$ cat config.mk
export PLATFORM = sky130hd
export DESIGN_NAME = tag_port_arb
export DESIGN_NICKNAME = d
export VERILOG_FILES = /design/src/rtl/tpa_pkg.sv /design/src/rtl/tpa_pick.sv /design/src/rtl/tpa_hold.sv /design/src/rtl/tpa_cmd_reg.sv /design/src/rtl/tag_port_arb.sv
export SDC_FILE = /design/constraint.sdc
export NUM_CORES = 1
export LEC_CHECK = 0
export BUFFER_PORTS_ARGS = -buffer_cell sky130_fd_sc_hd__buf_2
export CAP_MARGIN = 20
export CORE_ASPECT_RATIO = 1.2
export CORE_UTILIZATION = 50
export CTS_CLUSTER_DIAMETER = 30
export DETAILED_ROUTE_END_ITERATION = 8
export PLACE_DENSITY = 0.91
export SLEW_MARGIN = 25
export SYNTH_ARGS = -nofsm -noshare
export SYNTH_HDL_FRONTEND = slang
export SYNTH_HIERARCHICAL = 1
export SYNTH_SLANG_ARGS = --single-unit
$ cat constraint.sdc
create_clock -name clk -period 4.2 [get_ports clk]
set_clock_uncertainty 0.15 [all_clocks]
set_input_delay 0.21 -clock clk [delete_from_list [all_inputs] [get_ports clk]]
set_output_delay 0.21 -clock clk [all_outputs]
set_load 0.01 [all_outputs]
$ cat src/rtl/tpa_pkg.sv
package tpa_pkg;

  // Owner of the tag port in a given cycle; encoding is visible on tag_src.
  typedef enum logic [1:0] {
    SRC_NONE = 2'd0,
    SRC_CPU  = 2'd1,
    SRC_SNP  = 2'd2,
    SRC_WR   = 2'd3
  } tag_src_e;

  // Result of one arbitration round.
  typedef struct packed {
    tag_src_e src;        // who gets the port next cycle
    logic     from_hold;  // processor access comes from the holding register
    logic     retry;      // accepted snoop is rejected
    logic     capture;    // accepted processor request must be held
  } arb_dec_t;

endpackage

$ cat src/rtl/tpa_pick.sv
module tpa_pick
  import tpa_pkg::*;
(
  input  logic     hold_full,
  input  logic     cpu_fire,
  input  logic     snp_fire,
  input  logic     wr_fire,
  output arb_dec_t dec
);

  // Fixed priority: held replay, tag write, snoop, processor.
  always_comb begin
    dec = '{src: SRC_NONE, from_hold: 1'b0, retry: 1'b0, capture: 1'b0};
    if (hold_full) begin
      dec.src       = SRC_CPU;
      dec.from_hold = 1'b1;
    end else if (wr_fire) begin
      dec.src     = SRC_WR;
      dec.retry   = snp_fire;
      dec.capture = cpu_fire;
    end else if (snp_fire) begin
      dec.src     = SRC_SNP;
      dec.capture = cpu_fire;
    end else if (cpu_fire) begin
      dec.src = SRC_CPU;
    end
  end

endmodule

$ cat src/rtl/tpa_hold.sv
module tpa_hold #(
  parameter int IDX_W = 7,
  parameter int TID_W = 4
) (
  input  logic             clk,
  input  logic             rst_n,
  input  logic             capture,
  input  logic [IDX_W-1:0] in_idx,
  input  logic [TID_W-1:0] in_tid,
  output logic             full,
  output logic [IDX_W-1:0] held_idx,
  output logic [TID_W-1:0] held_tid
);

  logic             full_q, full_d;
  logic [IDX_W-1:0] idx_q;
  logic [TID_W-1:0] tid_q;

  // Entry lives exactly one cycle: filled on capture, drained on replay.
  always_comb begin
    full_d = full_q;
    if (capture)     full_d = 1'b1;
    else if (full_q) full_d = 1'b0;
  end

  always_ff @(posedge clk or negedge rst_n) begin
    if (!rst_n) full_q <= 1'b0;
    else        full_q <= full_d;
  end

  always_ff @(posedge clk or negedge rst_n) begin
    if (!rst_n) begin
      idx_q <= '0;
      tid_q <= '0;
    end else if (capture) begin
      idx_q <= in_idx;
      tid_q <= in_tid;
    end
  end

  assign full     = full_q;
  assign held_idx = idx_q;
  assign held_tid = tid_q;

endmodule

$ cat src/rtl/tpa_cmd_reg.sv
module tpa_cmd_reg
  import tpa_pkg::*;
#(
  parameter int IDX_W = 7,
  parameter int TAG_W = 20,
  parameter int TID_W = 4
) (
  input  logic             clk,
  input  logic             rst_n,
  input  arb_dec_t         dec,
  input  logic [IDX_W-1:0] cpu_idx,
  input  logic [TID_W-1:0] cpu_tid,
  input  logic [IDX_W-1:0] held_idx,
  input  logic [TID_W-1:0] held_tid,
  input  logic [IDX_W-1:0] snp_idx,
  input  logic [IDX_W-1:0] wr_idx,
  input  logic [TAG_W-1:0] wr_data,
  output logic             tag_en,
  output logic             tag_we,
  output logic [IDX_W-1:0] tag_idx,
  output logic [TAG_W-1:0] tag_wdata,
  output tag_src_e         tag_src,
  output logic [TID_W-1:0] tag_tid,
  output logic             snp_retry
);

  logic             en_q, en_d;
  logic             we_q, we_d;
  logic             rty_q, rty_d;
  tag_src_e         src_q, src_d;
  logic [IDX_W-1:0] idx_q, idx_d;
  logic [TID_W-1:0] tid_q, tid_d;
  logic [TAG_W-1:0] wd_q;
  logic             idx_ce, wd_ce;

  always_comb begin
    src_d  = dec.src;
    en_d   = (dec.src != SRC_NONE);
    we_d   = (dec.src == SRC_WR);
    rty_d  = dec.retry;
    idx_d  = idx_q;
    tid_d  = '0;
    unique case (dec.src)
      SRC_CPU: begin
        idx_d = dec.from_hold ? held_idx : cpu_idx;
        tid_d = dec.from_hold ? held_tid : cpu_tid;
      end
      SRC_SNP: idx_d = snp_idx;
      SRC_WR:  idx_d = wr_idx;
      default: idx_d = idx_q;
    endcase
  end

  assign idx_ce = (dec.src != SRC_NONE);
  assign wd_ce  = (dec.src == SRC_WR);

  always_ff @(posedge clk or negedge rst_n) begin
    if (!rst_n) begin
      en_q  <= 1'b0;
      we_q  <= 1'b0;
      rty_q <= 1'b0;
      src_q <= SRC_NONE;
      tid_q <= '0;
    end else begin
      en_q  <= en_d;
      we_q  <= we_d;
      rty_q <= rty_d;
      src_q <= src_d;
      tid_q <= tid_d;
    end
  end

  always_ff @(posedge clk or negedge rst_n) begin
    if (!rst_n)      idx_q <= '0;
    else if (idx_ce) idx_q <= idx_d;
  end

  always_ff @(posedge clk or negedge rst_n) begin
    if (!rst_n)     wd_q <= '0;
    else if (wd_ce) wd_q <= wr_data;
  end

  assign tag_en    = en_q;
  assign tag_we    = we_q;
  assign tag_idx   = idx_q;
  assign tag_wdata = wd_q;
  assign tag_src   = src_q;
  assign tag_tid   = tid_q;
  assign snp_retry = rty_q;

endmodule

$ cat src/rtl/tag_port_arb.sv
module tag_port_arb
  import tpa_pkg::*;
#(
  parameter int IDX_W = 7,
  parameter int TAG_W = 20,
  parameter int TID_W = 4
) (
  input  logic             clk,
  input  logic             rst_n,
  input  logic             cpu_valid,
  output logic             cpu_ready,
  input  logic [IDX_W-1:0] cpu_idx,
  input  logic [TID_W-1:0] cpu_tid,
  input  logic             snp_valid,
  output logic             snp_ready,
  input  logic [IDX_W-1:0] snp_idx,
  input  logic             wr_valid,
  output logic             wr_ready,
  input  logic [IDX_W-1:0] wr_idx,
  input  logic [TAG_W-1:0] wr_data,
  output logic             tag_en,
  output logic             tag_we,
  output logic [IDX_W-1:0] tag_idx,
  output logic [TAG_W-1:0] tag_wdata,
  output logic [1:0]       tag_src,
  output logic [TID_W-1:0] tag_tid,
  output logic             snp_retry
);

  logic             hold_full;
  logic [IDX_W-1:0] held_idx;
  logic [TID_W-1:0] held_tid;
  logic             accept_ok;
  logic             cpu_fire, snp_fire, wr_fire;
  arb_dec_t         dec;
  tag_src_e         src_out;

  // The replay cycle owns the port, so every port pauses for it.
  assign accept_ok = !hold_full;
  assign cpu_ready = accept_ok;
  assign snp_ready = accept_ok;
  assign wr_ready  = accept_ok;

  assign cpu_fire = cpu_valid && accept_ok;
  assign snp_fire = snp_valid && accept_ok;
  assign wr_fire  = wr_valid  && accept_ok;

  tpa_pick u_pick (
    .hold_full (hold_full),
    .cpu_fire  (cpu_fire),
    .snp_fire  (snp_fire),
    .wr_fire   (wr_fire),
    .dec       (dec)
  );

  tpa_hold #(.IDX_W(IDX_W), .TID_W(TID_W)) u_hold (
    .clk      (clk),
    .rst_n    (rst_n),
    .capture  (dec.capture),
    .in_idx   (cpu_idx),
    .in_tid   (cpu_tid),
    .full     (hold_full),
    .held_idx (held_idx),
    .held_tid (held_tid)
  );

  tpa_cmd_reg #(.IDX_W(IDX_W), .TAG_W(TAG_W), .TID_W(TID_W)) u_cmd (
    .clk       (clk),
    .rst_n     (rst_n),
    .dec       (dec),
    .cpu_idx   (cpu_idx),
    .cpu_tid   (cpu_tid),
    .held_idx  (held_idx),
    .held_tid  (held_tid),
    .snp_idx   (snp_idx),
    .wr_idx    (wr_idx),
    .wr_data   (wr_data),
    .tag_en    (tag_en),
    .tag_we    (tag_we),
    .tag_idx   (tag_idx),
    .tag_wdata (tag_wdata),
    .tag_src   (src_out),
    .tag_tid   (tag_tid),
    .snp_retry (snp_retry)
  );

  assign tag_src = src_out;

endmodule

# After elaboration in Yosys (flattened, before gate mapping)

Cells that the tools add are included.

Logic and storage cells: 34
Bits of input ports: 50
Output and inout port bits: 39
Bits in registers: 48

Equality and inequality tests: 3
Muxes and demuxes: 14
Reduce and logical (&&, ||, !) cells: 7

Operator list:

| kind                                                             | number |
|---|---|
| 7-bit case mux with 3 select lines                               | 1 |
| 2-bit two-way mux                                                | 4 |
| 4-bit two-way mux                                                | 2 |
| 7-bit two-way mux                                                | 1 |
| 1-bit two-way mux                                                | 6 |
| 2-bit == test (second input constant)                            | 2 |
| 1-bit logical AND                                                | 3 |
| 3-bit nonzero test                                               | 1 |
| 2-bit by 1-bit == test with 1-bit output (second input constant) | 1 |
| 2-bit AND reduction                                              | 1 |
| 2-bit nonzero test                                               | 1 |
| 1-bit logical NOT                                                | 1 |

# Logic depth before layout (Yosys ltp)

Gate-level depths: netlist of run 1.

Depth in word-level cells: 9
Gate-level depth with buffers: 9
Mapped depth without buffers: 7

# Modules after synthesis

Netlist of run 1, hierarchy kept.

Modules (own cells, without submodules):

| module       | cells each | times used | area each (um^2) | seq. area each (um^2) |
|---|---|---|---|---|
| tpa_cmd_reg  | 144        | 1          | 1510.2           | 900.9 |
| tpa_hold     | 24         | 1          | 473.0            | 300.3 |
| tpa_pick     | 8          | 1          | 41.3             | 0.0 |
| tag_port_arb | 6          | 1          | 37.5             | 0.0 |

# Least setup slack after synthesis of run 1

Ideal clock, no wire load.

Path kind: register to register
From: register u_hold.full_q, in the netlist u_hold/full
To: register u_hold.idx_q[0], in the netlist u_hold/held_idx[0]
Buffers on the path: 1
Cell stages (with the launch flop): 6
Period minus slack after synthesis: 1.729 ns
Data arrival time: 1.454 ns
Slack: 2.471 ns
Library setup time: 0.125 ns
Data required time: 3.925 ns
Path through: dfrtp_1 -> nor2b_1 -> nor2_1 -> nor3_1 -> buf_6 -> mux2_4

RTL lines:

| item                   | line           | source |
|---|---|---|
| start, declared        | tpa_hold.sv:15 | `logic full_q, full_d;` |
| start signal, assigned | tpa_hold.sv:28 | `else full_q <= full_d;` |
| end signal, assigned   | tpa_hold.sv:36 | `idx_q <= in_idx;` |
| end, declared          | tpa_hold.sv:16 | `logic [IDX_W-1:0] idx_q;` |

==> out/results.txt, run 1 <==
Status - completed
Cell Area, Placed - 0.00249 mm2
Synth unique cells - 20
Syn_nets - 232
R2R depth - 7
# H-tree levels - 2
Antenna diode count - 0
Critical path endpoint category - flop
Routed len/inst - 13.8 um
Sw frac - 32.5%
Layout cells sized above 1 - 38.2%
Chip width - 60.6 um
Clock power frac - 20.2%
Max IR drop VDD - 0.000388 V
PostCTS Resize Cnt - 0
DP HPWL - 2960 um
Via count - 1696
M1 WL - 1890 um
Reg2Reg Setup Slack - 860 ps
TritonCTS Sinks - 48
Starting DRC count in detailed routing - 106
Largest net degree at the start of global routing - 49
Yosys top cell area share - 58.3%
Kind of critical path - flop to flop
Setup TNS - 0 ps
RSZ-0062 raised after global routing - false
Clock slew at reported path FFs - 90 ps
#FFs+latches synth - 48
Syn avg cell area - 11.3 um2
Setup-failing EPs final - 0
Routed length on met3 - 304 um
Worst path arrival time - 3420 ps
Worst slew margin - 31.6%
Share of power burned in combinational logic - 32.6%
Hold_ws - 18.4 ps
Fillers - 290
R2R Path Start - u_hold/full
Fin area - 0.00288 mm2
Post-Synthesis Cells - 182
IO buf count - 88
Max-cap violations - 0
Drt first pass iters - 4
Number of global-route vias before repair - 1766
Largest buffer count on any clock path - 2
CTS tree - yes
Worst Tran Pin Value - 1020 ps
Clk_lat worst skew - 290 ps
Sw power - 0.460 mW
Synth area leader - dfrtp_1
Min-delay worst type - primary input to flop
CTS Root Cell - clkbuf_8
WHS Endpoint - u_hold/held_idx[3]
Register area share after synthesis - 58.3%
Met2 wire len - 2550 um
CP bufs+invs - 1
Worst path top cell family by delay - simple AND/OR/NAND/NOR gates
Layout area overhead - 39.8%
Overflow after GRT - 0
Antenna viol nets, final - 0
Area of the die - 0.00439 mm2
CORE AREA - 0.00394 mm2
Max Fclk - 0.300 GHz
Top-level port count - 89
Period minus WS final - 3340 ps
Initial Utilization - 52.3%
Worst hold start - cpu_idx[3]
Drt drc - 0
Pwr Density - 491 mW/mm2
Synth area leaders - dfrtp_1 58%, nand2_1 11%, mux2i_1 8.7%
DR top layer - met4
Total Power - 1.42 mW
Worst Hold Path Cells - 2
Internal Power - 0.955 mW
Fin crit share - 79.4%
Gpl congestion - 0.717
Share of power burned in registers - 47.2%
Total CTS buffers - 5
Leak - 1.56 nW
Final hold vios - 0
Initial antenna violation count - 0
Critical path cell sequence - nor2b_1 > nor2_1 > nor2_1 > nand2_2 > inv_2 > nand2_1 > nand2_1
CP Data Required Time - 4290 ps
Overall routing resource usage - 23.3%
Cell area after synthesis - 0.00206 mm2
Max Slew Vio Count - 0
Startpoint types - flop
Worst-path maximum fanout - 28
First-pass GRT wire length - 7530 um
Worst R2R End - u_cmd/tag_wdata[8]
Total Wirelength - 4810 um
Row count - 25
Crit-path slowest cell - nor2_1
DR vias/cell - 4.85
Final net count - 345
Die Y - 72.3 um
CP max stage delay - 790 ps
Syn. warnings - 6
-- per-layer routing --
metal	track usage [%]	vias up
met2	41.3	72
met5	0	-
met1	27.4	801
met4	7.32	0
met3	5.17	8
li1	-	815
-- sequential cells by signal, indices dropped and copies added, names as in the netlist --
name	count
u_cmd/tag_tid	4
u_cmd/tag_wdata	20
u_hold/held_idx	7
u_cmd/snp_retry	1
u_cmd/tag_src	2
u_cmd/tag_we	1
u_hold/held_tid	4
u_cmd/tag_en	1
u_cmd/tag_idx	7
u_hold/full	1
-- per-stage QoR --
| stage | util [%] | worst slack (ps) | std cells |
|---|---|---|---|
| after floorplan | - | 2470 | 182 |
| after global placement | 63.1 | 1090 | 313 |
| after detailed placement | 63.2 | 922 | 313 |
| after CTS | 72.8 | 883 | 349 |
| after global routing | 73.1 | 553 | 350 |
| final | 73.1 | 865 | 350 |
-- cell type report --
cell class	instances	area, um2	share of cell area [%]
Multi-Input combinational cell	119	764	26.5
Tap cell	54	67.6	2.34
Timing Repair Buffer	118	741	25.7
Inverter	3	11.3	0.391
Clock buffer	6	82.6	2.86
Clock inverter	2	15.0	0.521
Sequential cell	48	1200	41.7
-- repair_timing --
| action | CTS | global route |
|---|---|---|
| hold buffers | 28 | 1 |
| hold endpoints to repair | 75 | 1 |
| buffers inserted | 0 | 0 |
-- synthesized netlist by cell type --
master / count
inv_2: 1
dfrtp_1: 48
buf_6: 3
buf_2: 2
and3b_1: 1
nand2b_4: 1
nand2_1: 60
buf_4: 7
or2_2: 1
nor2_1: 7
a21o_1: 7
o22ai_1: 7
inv_1: 2
nor2b_1: 3
mux2_4: 10
mux2i_1: 18
mux2_2: 1
nor3_1: 1
nand2_2: 1
o21ai_0: 1
-- power by group through the flow --
stage	Clock [mW]	Combinational (mW)	Sequential, mW
final	0.286	0.462	0.667
after global routing	0.312	0.511	0.684
after CTS	0.291	0.459	0.668
after detailed placement	0	0.438	0.674
after global placement	0	0.420	0.670
after floorplan	0	0.243	0.709
-- cell families (layout without fill, tap and decap cells) --
logic type | Yosys count | in the layout | synth area share (%)
simple gates | 75 | 75 | 15.0
flops | 48 | 48 | 58.3
mux | 29 | 29 | 16.6
buf+inv | 15 | 129 | 5.22
compound gates | 15 | 15 | 4.91
-- worst register-to-register path, delay by kind of cell (launching register included) --
family / cells / cell delay, ps
buffers and inverters: 1 / 520
AND/OR/NAND/NOR: 6 / 1900
flip-flops: 1 / 710
-- placed cells by master (no fill, tap or decap) --
cell,n
buf_2,87
nand2_1,60
dfrtp_1,48
dlygate4sd3_1,29
mux2i_1,18
mux2_4,10
nor2_1,7
o22ai_1,7
a21o_1,7
clkbuf_8,6
nor2b_1,3
inv_1,2
clkinvlp_4,2
buf_4,2
nand2_2,1
inv_2,1
nand2b_4,1
or2_2,1
mux2_2,1
o21ai_1,1
nor3_4,1
and3b_1,1
-- worst max-delay path by stage --
stage,endpoint,slack (ps),cells past startpoint,start
global placement,u_cmd/tag_idx[6],1090,6,u_hold/full
detailed placement,u_cmd/tag_wdata[2],920,7,u_hold/full
global route,u_cmd/tag_wdata[8],550,7,u_hold/full
CTS,u_cmd/tag_idx[5],880,6,u_hold/full
finish,u_cmd/tag_wdata[8],860,7,u_hold/full
floorplan,u_hold/held_idx[0],2470,5,u_hold/full
(Power assumes the default switching activity.)
==> run 2: changes to the inputs <==
CORE_UTILIZATION = 47   (was 50)
PLACE_DENSITY = 0.87   (was 0.91)
clock period = 3.3 ns   (was 4.2 ns; I/O delays follow)
==> out/results.txt, run 2 (synthesis gave the netlist of run 1 again) <==
Antenna diode count - 0 (unchanged)
Overflow after GRT - 0 (unchanged)
CORE AREA - 0.00423 mm2 (+7.3%)
Fillers - 319 (+10%)
Max Slew Vio Count - 0 (unchanged)
Max-cap violations - 0 (unchanged)
Status - completed
Cell Area, Placed - 0.00250 mm2 (+0.45%)
Initial antenna violation count - 0 (unchanged)
Fin crit share - 89.7% (+10 points)
Gpl congestion - 0.751 (+4.7%)
Period minus WS final - 2960 ps (-376 ps)
Setup-failing EPs final - 0 (unchanged)
CP Data Required Time - 3390 ps (-900 ps)
Max Fclk - 0.338 GHz (+13%)
First-pass GRT wire length - 7850 um (+4.1%)
# H-tree levels - 2 (unchanged)
Largest net degree at the start of global routing - 49 (unchanged)
Via count - 1712 (+0.94%)
Kind of critical path - flop to flop
Top-level port count - 89 (unchanged)
Fin area - 0.00300 mm2 (+4.2%)
Total Wirelength - 5000 um (+3.9%)
Area of the die - 0.00466 mm2 (+6.2%)
Setup TNS - 0 ps (unchanged)
Hold_ws - 127 ps (+109 ps)
Final hold vios - 0 (unchanged)
Layout area overhead - 45.7%
Final net count - 357 (+3.5%)
IO buf count - 88 (unchanged)
Die Y - 74.6 um (+3.1%)
Worst-path maximum fanout - 28 (unchanged)
Routed len/inst - 13.7 um (about the same)
Max FFs per register - 20 (unchanged)
Drt drc - 0 (unchanged)
Initial Utilization - 48.8% (-3.6 points)
Clock slew at reported path FFs - 80 ps (about the same)
Leak - 1.62 nW (+4.0%)
CTS tree - yes
Worst Tran Pin Value - 959 ps (-63.4 ps)
Max IR drop VDD - 0.000353 V (-9.0%)
Critical path endpoint category - flop
TritonCTS Sinks - 48 (unchanged)
Most common cell after layout, fill and taps aside - buf_2
Min-delay worst type - primary input to flop
PostCTS Resize Cnt - 0 (unchanged)
DR vias/cell - 4.70 (-2.9%)
Total CTS buffers - 5 (unchanged)
RSZ-0062 raised after global routing - false
Startpoint types - flop
Number of global-route vias before repair - 1754 (-0.68%)
Worst slew margin - 35.6% (+4.0 points)
Row count - 26 (+4.0%)
Chip width - 62.5 um (+3.0%)
DP HPWL - 3090 um (+4.4%)
Worst path arrival time - 3050 ps (-370 ps)
Antenna viol nets, final - 0 (unchanged)
Largest buffer count on any clock path - 2 (unchanged)
CTS Root Cell - clkbuf_8
Starting DRC count in detailed routing - 111 (+4.7%)
Overall routing resource usage - 22.3% (-0.92 points)
Layout cells sized above 1 - 37.0% (-1.2 points)
Pwr Density - 619 mW/mm2 (+26%)
Clk_lat worst skew - 300 ps (about the same)
Drt first pass iters - 4 (unchanged)
Most frequent cells in the layout - 87 x buf_2, 60 x nand2_1, 48 x dfrtp_1
-- run 2: where the power goes --
part | internal [mW] | switching [mW]
Combinational | 0.300 | 0.305
Sequential | 0.755 | 0.0854
Clock | 0.225 | 0.191
-- run 2: per-stage QoR --
| step | utilization (%) | std cells | setup slack, ps | power, mW |
|---|---|---|---|---|
| 2_1_floorplan | - | 182 | 1570 | 1.21 |
| 3_3_place_gp | 59.2 | 317 | 466 | 1.39 |
| 3_5_place_dp | 59.2 | 317 | 349 | 1.42 |
| 4_1_cts | 71.0 | 364 | 307 | 1.87 |
| 5_1_grt | 71.0 | 364 | 109 | 1.97 |
| 6_report | 71.0 | 364 | 341 | 1.86 |
-- run 2: repair_timing --
item / 4_1_cts / 5_1_grt
hold buffers: 39 / 0
setup buffers: 0 / 0
endpoints found under the hold margin: 89 / 0
endpoints found under the setup margin: 0 / 0
-- run 2: cell type report --
cell class | instances | area [um2] | area share, %
Sequential cell | 48 | 1200 | 40.0
Clock buffer | 6 | 72.6 | 2.42
Multi-Input combinational cell | 119 | 758 | 25.2
Tap cell | 56 | 70.1 | 2.33
Timing Repair Buffer | 130 | 856 | 28.5
Inverter | 3 | 11.3 | 0.375
Clock inverter | 2 | 35.0 | 1.17
-- run 2: worst max-delay path, stage by stage, from the launching register on --
cell,delay [ps]
dfrtp_1,460
buf_4,270
nor2b_1,100
o21ai_1,750
nand2_2,470
inv_2,500
nand2_1,120
nand2_1,70
-- run 2: worst paths after layout --
path,from,end,slack [ps],depth (start not counted)
setup / recovery,u_hold/full,u_cmd/tag_wdata[13],340,7
hold / removal,snp_idx[1],u_cmd/tag_idx[1],130,4
setup reg to reg,u_hold/full,u_cmd/tag_wdata[13],340,7
hold reg to reg,u_cmd/tag_wdata[11],u_cmd/tag_wdata[11],330,2
max in group asynchronous,rst_n,u_cmd/tag_tid[2],2330,2
min in group asynchronous,rst_n,u_cmd/tag_wdata[0],260,2
-- run 2: metal layers --
metal,share of wire (%),GRT usage (%)
met5,0,0
met1,39,25.3
met2,55,42.0
met3,4.2,3.53
met4,1.5,9.82
